File: src/rtl/vid_ref_stepper.sv
module vid_ref_stepper #(
  parameter int VID_W = 5,
  parameter int REF_W = 7,
  parameter int BASE  = 20
) (
  input  logic             clk,
  input  logic             rst_n,
  input  logic             cyc_start,
  input  logic [VID_W-1:0] vid,
  output logic [REF_W-1:0] ref_code,
  output logic             busy,
  output logic             at_target
);
  localparam logic [VID_W-1:0] OFF_CODE = {VID_W{1'b1}};

  logic             init_q, cand_v_q, ph_q;
  logic [VID_W-1:0] cand_q, acc_q;
  logic [REF_W-1:0] ref_q, tgt_q, vid_tgt;

  always_comb begin
    if (vid == OFF_CODE) vid_tgt = '0;
    else                 vid_tgt = REF_W'(BASE) + REF_W'(vid);
  end

  wire accept = cand_v_q && (vid == cand_q);
  wire moving = (ref_q != tgt_q);

  always_ff @(posedge clk) begin
    if (!rst_n) begin
      init_q   <= 1'b0;
      cand_v_q <= 1'b0;
      ph_q     <= 1'b0;
      cand_q   <= '0;
      acc_q    <= '0;
      ref_q    <= '0;
      tgt_q    <= '0;
    end else if (cyc_start) begin
      if (!init_q) begin
        init_q   <= 1'b1;
        ref_q    <= vid_tgt;
        tgt_q    <= vid_tgt;
        acc_q    <= vid;
        cand_v_q <= 1'b0;
        ph_q     <= 1'b0;
      end else if (accept) begin
        tgt_q    <= vid_tgt;
        acc_q    <= vid;
        cand_v_q <= 1'b0;
        ph_q     <= 1'b0;
      end else begin
        cand_q   <= vid;
        cand_v_q <= (vid != acc_q);
        if (moving) begin
          ph_q <= ~ph_q;
          if (ph_q) ref_q <= (tgt_q > ref_q) ? ref_q + 1'b1 : ref_q - 1'b1;
        end
      end
    end
  end

  assign ref_code  = ref_q;
  assign busy      = init_q && moving;
  assign at_target = init_q && !moving;
endmodule


File: config.mk
export PLATFORM = sky130hd
export DESIGN_NAME = vid_ref_stepper
export DESIGN_NICKNAME = d
export VERILOG_FILES = /design/src/rtl/vid_ref_stepper.sv
export SDC_FILE = /design/constraint.sdc
export NUM_CORES = 1
export LEC_CHECK = 0
export ABC_AREA = 1
export BUFFER_PORTS_ARGS = -buffer_cell sky130_fd_sc_hd__clkbuf_2
export CAP_MARGIN = 10
export CORE_MARGIN = 3
export CORE_UTILIZATION = 45
export DETAILED_ROUTE_END_ITERATION = 16
export SLEW_MARGIN = 30
export SYNTH_ARGS = -nofsm -noshare
export SYNTH_HDL_FRONTEND = slang
export SYNTH_SLANG_ARGS = --single-unit
File: constraint.sdc
create_clock -name clk -period 3.1 [get_ports clk]
set_input_delay 0.31 -clock clk [delete_from_list [all_inputs] [get_ports clk]]
set_output_delay 0.31 -clock clk [all_outputs]
set_load 0.01 [all_outputs]
==> run metrics <==
status finished clean; Worst-Skew Late Latency 0.28 ns; layout cells sized above 1 13.31%; core box area 0.003468 mm^2; sequential area share after synthesis 30.79%; CP Capture Type flop; largest cells by area after synthesis dfxtp_1, nand2_1, ha_1, a21oi_1, inv_1; Vias/cell 4.922; DR WL/cell 12.52 um; Post-CTS Setup Bufs 0; Placed Cells 305; TritonCTS Buffers 3; die width 67.29 um; static leakage 0.8854 nW; pwr dens 553.4 mW/mm^2; largest net degree at the start of global routing 17; post-synthesis xor/xnor area fraction 3.109%; RSZ-0062 raised after global routing false; clock period minus worst slack 2.711 ns; CTS tree built; Setup TNS Final 0 ns; Mapped Cells 250; GR Util All Layers 19.69%; ys async rst share 0%; Max stage delay on crit path 0.42 ns; Clk pin slew, worst setup/hold paths 0.10 ns; Avg Inst Size Synth 6.761 um^2; number of global-route vias before repair 1349; adder-cell share of the synthesized area 10.07%; Cell variety after synth 32; initial cell density of the core 48.74%; Post-DP HPWL 2981 um; WP data required 3.26 ns; worst path cell trace inv_1 > ha_1 > inv_1 > nor3_2 > nand3_1 > nand2_1 > ha_1 > nand2_1 > nand3_1 > or2_2 > nand3_1 > nand2_1 > nand2_1 > a21oi_1; drt drc 0; Fmax 368.9 MHz; clk_skew 0.005033 ns; WP data arrival 2.87 ns; 1st-iter DRT viols 81; final period utilization 87.44%; NumNets Final 285; Initial DRT Pass Iterations 4; cts hold-fix bufs 0; cell row count 21; final hold violation count 0; Slew HR 70.58%; final setup violation count 0; critical path type reg -> reg; antenna violations before repair 0; CTS max path bufs 2; Syn Std Cell Area 0.001690 mm^2; #FFs+latches synth 26; Top FF cell, synth dfxtp_1; synth warn 0; Hold Slack 0.3317 ns; Post-synth EDFFs 0; global placement routability congestion 0.8648; Max Cap Viol 0; CP Launch Type flop; mux cell area share after synthesis 0%; Root Buffer clkbuf_8; area leader, netlist dfxtp_1; most common cell in the netlist nand2_1; Least-Margin Pin Slew 0.4408 ns; crit path max fanout 8; area growth from synthesis to layout 8.512%; I/O Buffers 16; main combinational cell family by area after synthesis simple AND/OR/NAND/NOR gates; Post-Synth Simple-Gate Area 28.94%; Crit-path slowest cell dfxtp_1; first-pass GRT wire length 6713 um; die height 67.29 um; Die Area 0.004528 mm^2; Top Ports 17; n_diodes 0; depth of the CTS H-tree 1; Sink Count 26; post_cts resized 0; Vias 1521; HP Class in -> reg; Worst VDD drop 226.7 uV; non-filler instance count after layout 309; Post-Syn Nets 271; antenna viol nets, final 0; final core utilization 52.89%; DRT Wirelength 3870 um; synth cell count leaders nand2_1, inv_1, a21oi_1, dfxtp_1; grt total ovfl 0; Synth Area in Compound Gates 15.91%; top cell type's share of synthesized area 30.79%; final slew viol count 0; CP dominant cell by count nand2_1
worst max-delay path: cells and delay by family (launching register included):
| kind | cells | cell delay, ns |
|---|---|---|
| DFF | 1 | 0.42 |
| buffers and inverters | 2 | 0.12 |
| and+or+nand+nor | 9 | 1.36 |
| adders and majority gates | 2 | 0.64 |
| AOI/OAI and AO/OA | 1 | 0.06 |
stage by stage:
step / setup WS, ns / total power, mW / cell area, um^2
2_1_floorplan: 0.6838 / 0.7036 / 1690
3_3_place_gp: 0.4286 / 0.7891 / 1779
3_5_place_dp: 0.4171 / 0.7893 / 1779
4_1_cts: 0.4075 / 1.024 / 1834
5_1_grt: 0.06013 / 1.107 / 1834
6_report: 0.3894 / 1.015 / 1834
registers in the layout, summed over array words and instances, names as in the netlist:
name      count
tgt_q         6
ref_code      7
init_q        1
cand_q        5
ph_q          1
cand_v_q      1
acc_q         5
final timing paths:
check	startpoint	endpoint	slack (ns)	cells past startpoint
max	ref_code[5]$_SDFFE_PN0P_	ref_code[3]$_SDFFE_PN0P_	0.39	14
min	vid[3]	acc_q[3]$_SDFFE_PN0P_	0.33	3
max reg2reg	ref_code[5]$_SDFFE_PN0P_	ref_code[3]$_SDFFE_PN0P_	0.39	14
min reg2reg	acc_q[1]$_SDFFE_PN0P_	acc_q[1]$_SDFFE_PN0P_	0.47	2
cell families (layout without fill, tap and decap cells):
logic type,count (synthesis),count (layout)
fa+ha+maj,13,13
compound gates,51,51
xor+xnor,6,6
flops,26,26
buf+inv,43,56
simple gates,111,111
cell usage in the layout (no fill, tap or decap):
master / Yosys / final
nand2_1: 66 / 66
inv_1: 30 / 30
a21oi_1: 29 / 29
dfxtp_1: 26 / 26
nand3_1: 16 / 16
o21ai_0: 16 / 16
clkbuf_2: 0 / 16
nor2_1: 15 / 15
ha_1: 12 / 12
nand4_1: 5 / 5
inv_2: 4 / 4
xnor2_1: 4 / 4
clkbuf_8: 0 / 4
nor2_2: 2 / 2
nand2_2: 2 / 2
xor2_1: 2 / 2
nor3_2: 1 / 1
a21boi_0: 1 / 1
clkinv_1: 1 / 1
a31oi_1: 1 / 1
nand3_2: 1 / 1
a21oi_2: 1 / 1
o211ai_1: 1 / 1
nand3b_2: 1 / 1
nand2_4: 1 / 1
inv_6: 1 / 1
o22ai_1: 1 / 1
or2_2: 1 / 1
a211oi_1: 1 / 1
fa_1: 1 / 1
metal layers:
metal,vias to the layer above,GRT usage [%],share of wire (%)
met5,-,0,0
met1,656,29.96,55
met3,4,2.829,3.8
li1,836,-,-
met2,25,28.22,40
met4,0,6.076,1.2
report_power, final:
| part | switching [mW] | leakage [nW] | internal [mW] |
|---|---|---|---|
| logic | 0.244 | 0.643 | 0.150 |
| registers | 0.0259 | 0.214 | 0.362 |
| clock network | 0.119 | 0.0288 | 0.114 |
| total | 0.389 | 0.885 | 0.626 |
final cells by class:
type	instances	area [um^2]
Timing Repair Buffer	16	80.08
Tap cell	46	57.56
Multi-Input combinational cell	181	980.9
Clock buffer	4	55.05
Sequential cell	26	520.5
Fill cell	384	1634
Inverter	36	140.1
(Power assumes the default switching activity.)
